File: src/rtl/exec_guard.sv
module exec_guard #(
  parameter int ADDR_W   = 32,
  parameter int REG_AW   = 4,
  parameter int OFS_CTRL = 0,
  parameter int OFS_LO   = 4,
  parameter int OFS_HI   = 8
) (
  input  logic              clk,
  input  logic              rst_n,
  input  logic              reg_we,
  input  logic [REG_AW-1:0] reg_addr,
  input  logic [31:0]       reg_wdata,
  input  logic              fetch_valid,
  input  logic [ADDR_W-1:0] fetch_addr,
  output logic              trap
);
  localparam logic [REG_AW-1:0] A_CTRL = REG_AW'(OFS_CTRL);
  localparam logic [REG_AW-1:0] A_LO   = REG_AW'(OFS_LO);
  localparam logic [REG_AW-1:0] A_HI   = REG_AW'(OFS_HI);

  logic              armed;
  logic [ADDR_W-1:0] lo, hi;
  logic              wr_ctrl, wr_lo, wr_hi, hit;

  assign wr_ctrl = reg_we && reg_addr == A_CTRL;
  assign wr_lo   = reg_we && reg_addr == A_LO && !armed;
  assign wr_hi   = reg_we && reg_addr == A_HI && !armed;
  assign hit     = armed && fetch_valid && fetch_addr >= lo && fetch_addr <= hi;

  always_ff @(posedge clk) begin
    if (!rst_n) begin
      armed <= 1'b0;
      lo    <= '0;
      hi    <= '0;
      trap  <= 1'b0;
    end else begin
      if (wr_ctrl && reg_wdata[0]) armed <= 1'b1;
      if (wr_lo) lo <= reg_wdata[ADDR_W-1:0];
      if (wr_hi) hi <= reg_wdata[ADDR_W-1:0];
      if (hit)   trap <= 1'b1;
    end
  end
endmodule

File: config.mk
export PLATFORM = sky130hd
export DESIGN_NAME = exec_guard
export DESIGN_NICKNAME = d
export VERILOG_FILES = /design/src/rtl/exec_guard.sv
export SDC_FILE = /design/constraint.sdc
export NUM_CORES = 1
export LEC_CHECK = 0
export ABC_AREA = 1
export CAP_MARGIN = 30
export CORE_MARGIN = 10
export CORE_UTILIZATION = 53
export CTS_BUF_LIST = sky130_fd_sc_hd__clkbuf_4 sky130_fd_sc_hd__clkbuf_8 sky130_fd_sc_hd__clkbuf_16
export CTS_CLUSTER_DIAMETER = 50
export DETAILED_ROUTE_END_ITERATION = 10
export PLACE_DENSITY = 0.8
export SLEW_MARGIN = 25
export SYNTH_ARGS = -nofsm -noshare
export SYNTH_HDL_FRONTEND = slang
export SYNTH_SLANG_ARGS = --single-unit
File: constraint.sdc
create_clock -name clk -period 1.6 [get_ports clk]
set_input_delay 0.32 -clock clk [delete_from_list [all_inputs] [get_ports clk]]
set_output_delay 0.32 -clock clk [all_outputs]
set_load 0.1 [all_outputs]
==> impl_metrics.json, run 1 <==
{
  "portBuffers": 72,
  "global_placer_s_final_weighted_congestion": 0.873,
  "cts.htree.levels": 3,
  "cp_cell_sequence": "clkdlybuf4s50_1 > ha_1 > nand2_1 > o21bai_1 > a21oi_1 > nor2_1 > nand2_1 > nand2_1 > nand2_1 > nand2_1 > nand2_1 > a21oi_2",
  "groute.usage.overall_pct": 17.1,
  "final_max_slew_viol_count": 0,
  "multiInputGateArea_um2": 2480,
  "antennaDiodeCount": 0,
  "clk_path_buf_depth": 2,
  "final.fill_count": 572,
  "ios": 73,
  "top_count_cell_post_synth": "sky130_fd_sc_hd__inv_1",
  "endpoint_kind": "flop",
  "critPathRequiredTime_ps": 1850,
  "remaining_drc_errors": 0,
  "synth_cell_types": 27,
  "synth_ff_type": "sky130_fd_sc_hd__dfxtp_1",
  "setup_violations_final": 1,
  "layout_setup_ws_ps": -39.3,
  "postSynthRegisterBits": 66,
  "critPathArrivalTime_ps": 1880,
  "num_vias": 3492,
  "fin_crit_ps": 1640,
  "clkSlewWorstSetupHoldPaths_ps": 70,
  "grt_pass1_vias": 3639,
  "critPathKind": "in2reg",
  "netlist_area_um2": 4080,
  "min-delay-path-class": "reg2reg",
  "die_height_um": 108,
  "synth_area_leaders": "sky130_fd_sc_hd__dfxtp_1, sky130_fd_sc_hd__ha_1, sky130_fd_sc_hd__a21oi_1, sky130_fd_sc_hd__o21ai_1, sky130_fd_sc_hd__inv_1",
  "synth.top_cells.by_count": "sky130_fd_sc_hd__inv_1, sky130_fd_sc_hd__a21oi_1, sky130_fd_sc_hd__dfxtp_1",
  "clkSinkCount": 66,
  "reg2reg_depth": 14,
  "detailed_place_hpwl_um": 7210,
  "clock_tree_from_tritoncts": "done",
  "cell_repeated_most_along_the_worst_path": "sky130_fd_sc_hd__nand2_1",
  "final.setup_skew_ps": 9.45,
  "fp.dieArea_um2": 11600,
  "timing.hold.worst.start": "lo[0]",
  "timing.hold.worst_endpoint": "lo[0]",
  "yosysWarningCount": 0,
  "regToRegSetupSlack_ps": 20,
  "cts.root.buffer_cell": "sky130_fd_sc_hd__clkbuf_8",
  "worstSetupStartpoint": "fetch_addr[10]",
  "cts_inserted_buffers": 9,
  "drt_pass1_iterations": 4,
  "layout-area-overhead-vs-synth_pct": 30.9,
  "unrepaired_setup_endpoints_after_global_routing": "yes",
  "crit_slowest_cell": "sky130_fd_sc_hd__clkdlybuf4s50_1",
  "routed_wire_length_um": 9870,
  "antenna_found_initial": 0,
  "grt_first_pass_wirelength_um": 16300,
  "netlist.area_leader.share_pct": 32.4,
  "failed_checks": "negative setup slack",
  "hold_path_depth": 2,
  "dieWidth_um": 108,
  "area_of_all_sequential_standard_cells_um2": 1330,
  "slew_headroom_pct": 83.5,
  "final_util_pct": 72.4,
  "dpl-instance-area_um2": 4870,
  "rows": 31,
  "synth-seq-area-share_pct": 32.4,
  "synth_cells": 502,
  "fmaxAchievable_mhz": 610,
  "overflow": 0,
  "critical_path.startpoint_type": "input port",
  "post_route_cells_drive_above_1_share_pct": 19.1,
  "floorplan.initialDensity_pct": 55.3,
  "clock_latency_ps": 350,
  "minimum_hold_slack_ps": 457,
  "final_hold_viol_count": 0,
  "p_leak_nw": 2.14,
  "drt-wirelength-per-cell_um": 14.5,
  "reg2reg_start": "lo[7]",
  "placeableCoreArea_um2": 7370,
  "grt_max_degree": 66,
  "power.density_nw_per_um2": 726,
  "post-route-period-util_pct": 102,
  "synth.net_count": 638,
  "ant_nets": 0,
  "finalInstanceArea_um2": 5330,
  "run_status": "complete, but fails checks",
  "routed_via_density": 5.13,
  "yosys.area.top_type": "sky130_fd_sc_hd__dfxtp_1",
  "longest_individual_stage_delay_on_the_worst_path_ps": 480,
  "synthArstFlopShare_pct": 0,
  "synthesis.area_per_instance_um2": 8.12,
  "worst-slew-pin-transition_ps": 247,
  "power.ir.vdd_worst_uv": 434,
  "largest_fanout_on_the_critical_path": 2,
  "worstReg2RegEnd": "trap",
  "starting_drc_count_in_detailed_routing": 123,
  "finish.net_count": 713,
  "synth-edff-count": 0,
  "place_worst_setup_slack_ps": -408,
  "timing.max_cap.violations": 0
}
[cells in the final DEF, fill, tap and decap left out, types with 2 or more instances in the layout]
cell,instances
sky130_fd_sc_hd__a21oi_1,63
sky130_fd_sc_hd__a21oi_2,34
sky130_fd_sc_hd__buf_12,5
sky130_fd_sc_hd__buf_4,7
sky130_fd_sc_hd__clkbuf_8,11
sky130_fd_sc_hd__clkdlybuf4s50_1,49
sky130_fd_sc_hd__clkinv_2,3
sky130_fd_sc_hd__dfxtp_1,61
sky130_fd_sc_hd__dfxtp_2,5
sky130_fd_sc_hd__dlygate4sd2_1,7
sky130_fd_sc_hd__dlymetal6s2s_1,14
sky130_fd_sc_hd__ha_1,50
sky130_fd_sc_hd__ha_4,13
sky130_fd_sc_hd__inv_1,72
sky130_fd_sc_hd__inv_2,9
sky130_fd_sc_hd__nand2_1,59
sky130_fd_sc_hd__nand2_2,5
sky130_fd_sc_hd__nand4_1,7
sky130_fd_sc_hd__nor2_1,12
sky130_fd_sc_hd__nor2_2,5
sky130_fd_sc_hd__nor2_4,2
sky130_fd_sc_hd__nor3_2,2
sky130_fd_sc_hd__o21a_1,4
sky130_fd_sc_hd__o21ai_0,7
sky130_fd_sc_hd__o21ai_1,63
sky130_fd_sc_hd__o21bai_1,2
[worst max-delay path: cells and delay by family]
kind / cells / cell delay (ps)
buf+inv: 1 / 480
fa+ha+maj: 1 / 320
compound gates: 3 / 350
simple gates: 7 / 400
[sequential cells by signal, indices dropped and copies added (netlist names)]
name   flops
hi        32
lo        32
trap       1
armed      1
[layer usage]
layer | track usage [%] | vias up | routed length [um]
li1 | - | 1833 | -
met1 | 19.6 | 1570 | 4340
met3 | 4.07 | 25 | 427
met2 | 29.7 | 64 | 4860
met5 | 0 | - | 0
met4 | 6.68 | 0 | 242
[repair_timing]
item | CTS | global route
buffers inserted | 0 | 3
setup endpoints to repair | 1 | 1
gates cloned | 0 | 0
hold endpoints to repair | 0 | 0
hold buffers | 0 | 0
resized for setup | 17 | 42
pin swaps | 7 | 24
[report_power, final]
part	switching (W)	total [W]	leakage [nW]	internal, W
combinational	0.000366	0.000734	1.50	0.000368
sequential	0.0000103	0.00169	0.536	0.00168
clock	0.000652	0.00145	0.105	0.000796
total	0.00103	0.00387	2.14	0.00284
[worst max-delay path by stage]
stage	to	slack, ps	cells past startpoint
after global routing	trap	-140	10
after global placement	trap	-360	10
after detailed placement	trap	-410	11
after CTS	trap	0.9	12
after floorplan	trap	210	11
final	trap	-40	12
[kinds of logic (layout without fill, tap and decap cells)]
kind of cell,count (synthesis),in the layout,share of synthesized area (%)
buf+inv,101,181,11.5
flops,66,66,32.4
compound gates,173,173,24.5
fa+ha+maj,64,64,19.7
simple gates,98,98,11.9
[stage by stage]
stage	instances	power, W	setup TNS [ps]
2_1_floorplan	502	0.00210	0
3_3_place_gp	662	0.00238	-4280
3_5_place_dp	662	0.00241	-6590
4_1_cts	678	0.00385	0
5_1_grt	681	0.00404	-136
6_report	681	0.00387	-39.3
[final cells by class]
type,instances,area share [%]
Sequential cell,66,24.9
Inverter,82,5.82
Tap cell,99,2.32
Timing Repair Buffer,83,16.6
Clock inverter,5,0.985
Multi-Input combinational cell,335,46.6
Clock buffer,11,2.84
(Power assumes the default switching activity.)
==> run 2: changes to the inputs <==
Settings changed: CELL_PAD_IN_SITES_DETAIL_PLACEMENT set to 1, CELL_PAD_IN_SITES_GLOBAL_PLACEMENT set to 2, CORE_UTILIZATION 53 to 31.
==> impl_metrics.json, run 2 (synthesized netlist as in run 1, its figures left out) <==
{
  "endpoint_kind": "flop",
  "clock_tree_from_tritoncts": "done",
  "placed_cells": 739,
  "remaining_drc_errors": 0,
  "final_util_pct": 44.8,
  "layout-area-overhead-vs-synth_pct": 40.0,
  "fp.dieArea_um2": 18100,
  "cts_hold_repair.buffers": 0,
  "num_vias": 3618,
  "grt_max_degree": 40,
  "slew_headroom_pct": 70.4,
  "ant_nets": 0,
  "fin_crit_ps": 1580,
  "area_of_all_sequential_standard_cells_um2": 1330,
  "finish.net_count": 720,
  "clk_path_buf_depth": 2,
  "cp_cell_sequence": "inv_2 > ha_1 > nand4_1 > nor2_2 > nor2_1 > nand2_1 > nand2_1 > nand2_1 > nand2_1 > a21oi_2 > nand2_1 > a21oi_2",
  "cell_repeated_most_along_the_worst_path": "sky130_fd_sc_hd__nand2_1",
  "place_worst_setup_slack_ps": -541,
  "portBuffers": 72,
  "critical_path.startpoint_type": "flop",
  "fmaxAchievable_mhz": 633,
  "worst-slew-pin-transition_ps": 443,
  "finalInstanceArea_um2": 5710,
  "clkSlewWorstSetupHoldPaths_ps": 50,
  "critPathRequiredTime_ps": 1870,
  "floorplan.initialDensity_pct": 32.0,
  "grt_first_pass_wirelength_um": 19000,
  "layoutNonFillerInstCount": 761,
  "mostFrequentLayoutCell": "sky130_fd_sc_hd__o21ai_1",
  "post-route-period-util_pct": 98.7,
  "post_route_cells_drive_above_1_share_pct": 24.8,
  "clkSinkCount": 66,
  "final.setup_skew_ps": 4.86,
  "top_signal_layer_used": "met4",
  "power.ir.vdd_worst_uv": 346,
  "setup_violations_final": 0,
  "final.fill_count": 1538,
  "grt_pass1_vias": 3961,
  "power.density_nw_per_um2": 762,
  "detailroute.wirelength.met3_um": 294,
  "drt_pass1_iterations": 4,
  "routed_wire_length_um": 11800,
  "biggest_regs": "hi (32), lo (32)",
  "overflow": 0,
  "ios": 73,
  "timing.max_cap.violations": 0,
  "cts_inserted_buffers": 9,
  "global_placer_s_final_weighted_congestion": 0.871,
  "unrepaired_setup_endpoints_after_global_routing": "yes",
  "p_leak_nw": 2.29,
  "antenna_found_initial": 0,
  "min-delay-path-class": "reg2reg",
  "routed_via_density": 4.75,
  "drt-wirelength-per-cell_um": 15.5,
  "detailed_place_hpwl_um": 8870,
  "final_hold_viol_count": 0,
  "layout_setup_ws_ps": 21.2,
  "clock_latency_ps": 340,
  "starting_drc_count_in_detailed_routing": 102,
  "cts.htree.levels": 3,
  "groute.usage.overall_pct": 13.0,
  "longest_individual_stage_delay_on_the_worst_path_ps": 320,
  "cts.root.buffer_cell": "sky130_fd_sc_hd__clkbuf_16",
  "run_status": "complete, no violations",
  "multiInputGateArea_um2": 2620,
  "rows": 41,
  "most-common-layout-cells": "sky130_fd_sc_hd__o21ai_1, sky130_fd_sc_hd__inv_1, sky130_fd_sc_hd__a21oi_1",
  "critPathArrivalTime_ps": 1850,
  "critPathKind": "reg2reg",
  "antennaDiodeCount": 0,
  "met1_length_um": 5260,
  "routed-wl-met2_um": 5950,
  "dpl-instance-area_um2": 5010,
  "final_max_slew_viol_count": 0,
  "placeableCoreArea_um2": 12700,
  "largest_fanout_on_the_critical_path": 2,
  "dieWidth_um": 135,
  "crit_slowest_cell": "sky130_fd_sc_hd__dfxtp_2",
  "die_height_um": 135
}
run 2: where the power goes:
group          internal, W  switching, W  leakage [nW]  total (W)
Clock              0.00114      0.000740         0.144    0.00188
Sequential         0.00168     0.0000119         0.539    0.00169
Combinational     0.000390      0.000389          1.60   0.000780
Total              0.00321       0.00114          2.29    0.00435
run 2: metrics by stage:
| stage | hold WS, ps | total power, W | setup TNS (ps) |
|---|---|---|---|
| CTS | 443 | 0.00435 | -100 |
| finish | 449 | 0.00435 | 0 |
| detailed placement | 452 | 0.00244 | -8690 |
| floorplan | 427 | 0.00210 | 0 |
| global route | 471 | 0.00458 | -143 |
| global placement | 445 | 0.00241 | -5980 |
run 2: metal layers:
metal	vias to the layer above	global-route usage [%]
met5	-	0
met4	0	5.68
met3	15	2.63
met2	48	22.8
met1	1703	15.0
li1	1852	-
run 2: worst paths after layout:
kind	slack, ps	from	endpoint	depth (start not counted)
max	20	lo[1]	trap	12
max reg2reg	20	lo[1]	trap	12
min	450	hi[12]	hi[12]	2
min reg2reg	450	hi[12]	hi[12]	2
run 2: area by class of cell:
type | count | area share [%]
well taps | 172 | 3.77
clock buffers | 13 | 4.58
flip-flops and latches | 66 | 23.4
repair buffers | 90 | 16.8
multi-input cells | 335 | 45.9
inverters | 82 | 5.39
clock inverters | 3 | 0.263
run 2: critical path: cells and delay by family, from the launching register on:
kind | cells | cell delay (ps)
compound gates | 2 | 240
fa+ha+maj | 1 | 300
buf+inv | 1 | 30
flops | 1 | 320
simple gates | 8 | 640
run 2: repair_timing:
item / in CTS / in global routing
buffers inserted: 3 / 3
pin swaps: 19 / 32
setup endpoints to repair: 1 / 1
gates resized for setup: 34 / 63
==> run 3: changes to the inputs <==
Settings changed: CAP_MARGIN 30 to 20, CORE_UTILIZATION 31 to 37, DONT_BUFFER_PORTS set to 1, PLACE_DENSITY 0.8 to 0.79.
==> impl_metrics.json, run 3 (synthesized netlist as in run 1, its figures left out) <==
{
  "most-common-layout-cells": "sky130_fd_sc_hd__inv_1, sky130_fd_sc_hd__a21oi_1, sky130_fd_sc_hd__dfxtp_1",
  "final_hold_viol_count": 0,
  "power.ir.vdd_worst_uv": 496,
  "clock_tree_from_tritoncts": "done",
  "ios": 73,
  "clk_path_buf_depth": 2,
  "final.setup_skew_ps": 6.48,
  "final_util_pct": 41.4,
  "slew_headroom_pct": 74.2,
  "clkSinkCount": 66,
  "global_placer_s_final_weighted_congestion": 0.782,
  "critical_path.startpoint_type": "flop",
  "multiInputGateArea_um2": 2380,
  "cts.root.buffer_cell": "sky130_fd_sc_hd__clkbuf_8",
  "dieWidth_um": 125,
  "drt_pass1_iterations": 4,
  "clkSlewWorstSetupHoldPaths_ps": 80,
  "critPathKind": "reg2reg",
  "cp_cell_sequence": "inv_2 > ha_4 > nand4_1 > nor3_2 > buf_4 > nand2_1 > nand2_1 > nand2_1 > nand2_1 > nand2_1 > nand2_1 > a21oi_2",
  "endpoint_kind": "flop",
  "drt-wirelength-per-cell_um": 15.9,
  "grt_first_pass_wirelength_um": 17200,
  "cts_inserted_buffers": 9,
  "mostFrequentLayoutCell": "sky130_fd_sc_hd__inv_1",
  "placeableCoreArea_um2": 10800,
  "groute.usage.overall_pct": 13.4,
  "power.density_nw_per_um2": 794,
  "detailed_place_hpwl_um": 7630,
  "final.fill_count": 1327,
  "cell_repeated_most_along_the_worst_path": "sky130_fd_sc_hd__nand2_1",
  "antenna_found_initial": 0,
  "p_leak_nw": 1.68,
  "fp.dieArea_um2": 15600,
  "antennaDiodeCount": 0,
  "clock_latency_ps": 360,
  "layout-area-overhead-vs-synth_pct": 9.52,
  "routed_wire_length_um": 10300,
  "longest_individual_stage_delay_on_the_worst_path_ps": 330,
  "post_route_cells_drive_above_1_share_pct": 17.9,
  "portBuffers": 0,
  "unrepaired_setup_endpoints_after_global_routing": "yes",
  "ant_nets": 0,
  "grt_pass1_vias": 3533,
  "critPathRequiredTime_ps": 1860,
  "crit_slowest_cell": "sky130_fd_sc_hd__dfxtp_2",
  "setup_violations_final": 0,
  "fin_crit_ps": 1560,
  "starting_drc_count_in_detailed_routing": 87,
  "die_height_um": 125,
  "min-delay-path-class": "in2reg",
  "cts.htree.levels": 3,
  "num_vias": 3334,
  "dpl-instance-area_um2": 4170,
  "fmaxAchievable_mhz": 639,
  "timing.max_cap.violations": 0,
  "rows": 38,
  "routed_via_density": 5.15,
  "post-route-period-util_pct": 97.8,
  "biggest_regs": "hi (32), lo (32)",
  "final_max_slew_viol_count": 0,
  "largest_fanout_on_the_critical_path": 3,
  "critPathArrivalTime_ps": 1820,
  "area_of_all_sequential_standard_cells_um2": 1330,
  "finish.net_count": 638,
  "finalInstanceArea_um2": 4460,
  "floorplan.initialDensity_pct": 37.8,
  "cts_hold_repair.buffers": 0,
  "worst-slew-pin-transition_ps": 387,
  "remaining_drc_errors": 0,
  "grt_max_degree": 66,
  "run_status": "complete, no violations",
  "overflow": 0
}
-- run 3: changes by cell type in the layout (fill, tap and decap cells not counted), sizes merged --
cell and change:
clkdlybuf4s50 -39, dlymetal6s2s -19, buf -12, dlygate4sd2 -12, clkbuf +1, clkinv -1
-- run 3: through the flow --
| step | hold WS (ps) | std cells | setup WS (ps) | TNS (ps) | power, W |
|---|---|---|---|---|---|
| after floorplan | 427 | 502 | 215 | 0 | 0.00210 |
| after global placement | 442 | 630 | -90.4 | -90.4 | 0.00216 |
| after detailed placement | 445 | 630 | -103 | -103 | 0.00217 |
| after CTS | 82.7 | 647 | -34.4 | -34.4 | 0.00358 |
| after global routing | 97.1 | 647 | -159 | -159 | 0.00375 |
| final | 99.5 | 647 | 35.6 | 0 | 0.00354 |
-- run 3: worst paths after layout --
path | from | endpoint | slack (ps) | cells past startpoint
max reg2reg | hi[15] | trap | 40 | 12
min | rst_n | lo[26] | 100 | 2
max | hi[15] | trap | 40 | 12
min reg2reg | lo[0] | lo[0] | 460 | 2
-- run 3: routing by layer --
| metal | vias up | GRT usage, % | wire [um] |
|---|---|---|---|
| met3 | 15 | 4.94 | 727 |
| met4 | 0 | 5.56 | 183 |
| met1 | 1575 | 15.2 | 4600 |
| met5 | - | 0 | 0 |
| li1 | 1684 | - | - |
| met2 | 60 | 22.2 | 4800 |
-- run 3: power by group --
part	switching (W)	internal, W	leakage (nW)
logic	0.000264	0.000201	1.04
registers	0.00000970	0.00168	0.536
clock network	0.000671	0.000721	0.103
total	0.000944	0.00260	1.68
-- run 3: cell type report --
type | instances | area share [%]
Clock buffer | 14 | 4.04
Clock inverter | 2 | 0.224
Inverter | 82 | 6.90
Multi-Input combinational cell | 335 | 53.3
Sequential cell | 66 | 29.7
Tap cell | 140 | 3.92
Timing Repair Buffer | 8 | 1.91
-- run 3: critical path: cells and delay by family, from the launching register on --
| kind | cells | cell delay [ps] |
|---|---|---|
| adders and majority gates | 1 | 270 |
| DFF | 1 | 330 |
| buffers and inverters | 2 | 190 |
| and+or+nand+nor | 8 | 620 |
| AOI/OAI and AO/OA | 1 | 40 |
-- run 3: repair_timing --
action                     in CTS  in global routing
setup endpoints to repair       1                  1
pin swaps                       4                  3
gates resized for setup        11                  9
gates cloned                    0                  0
setup buffers                   1                  0
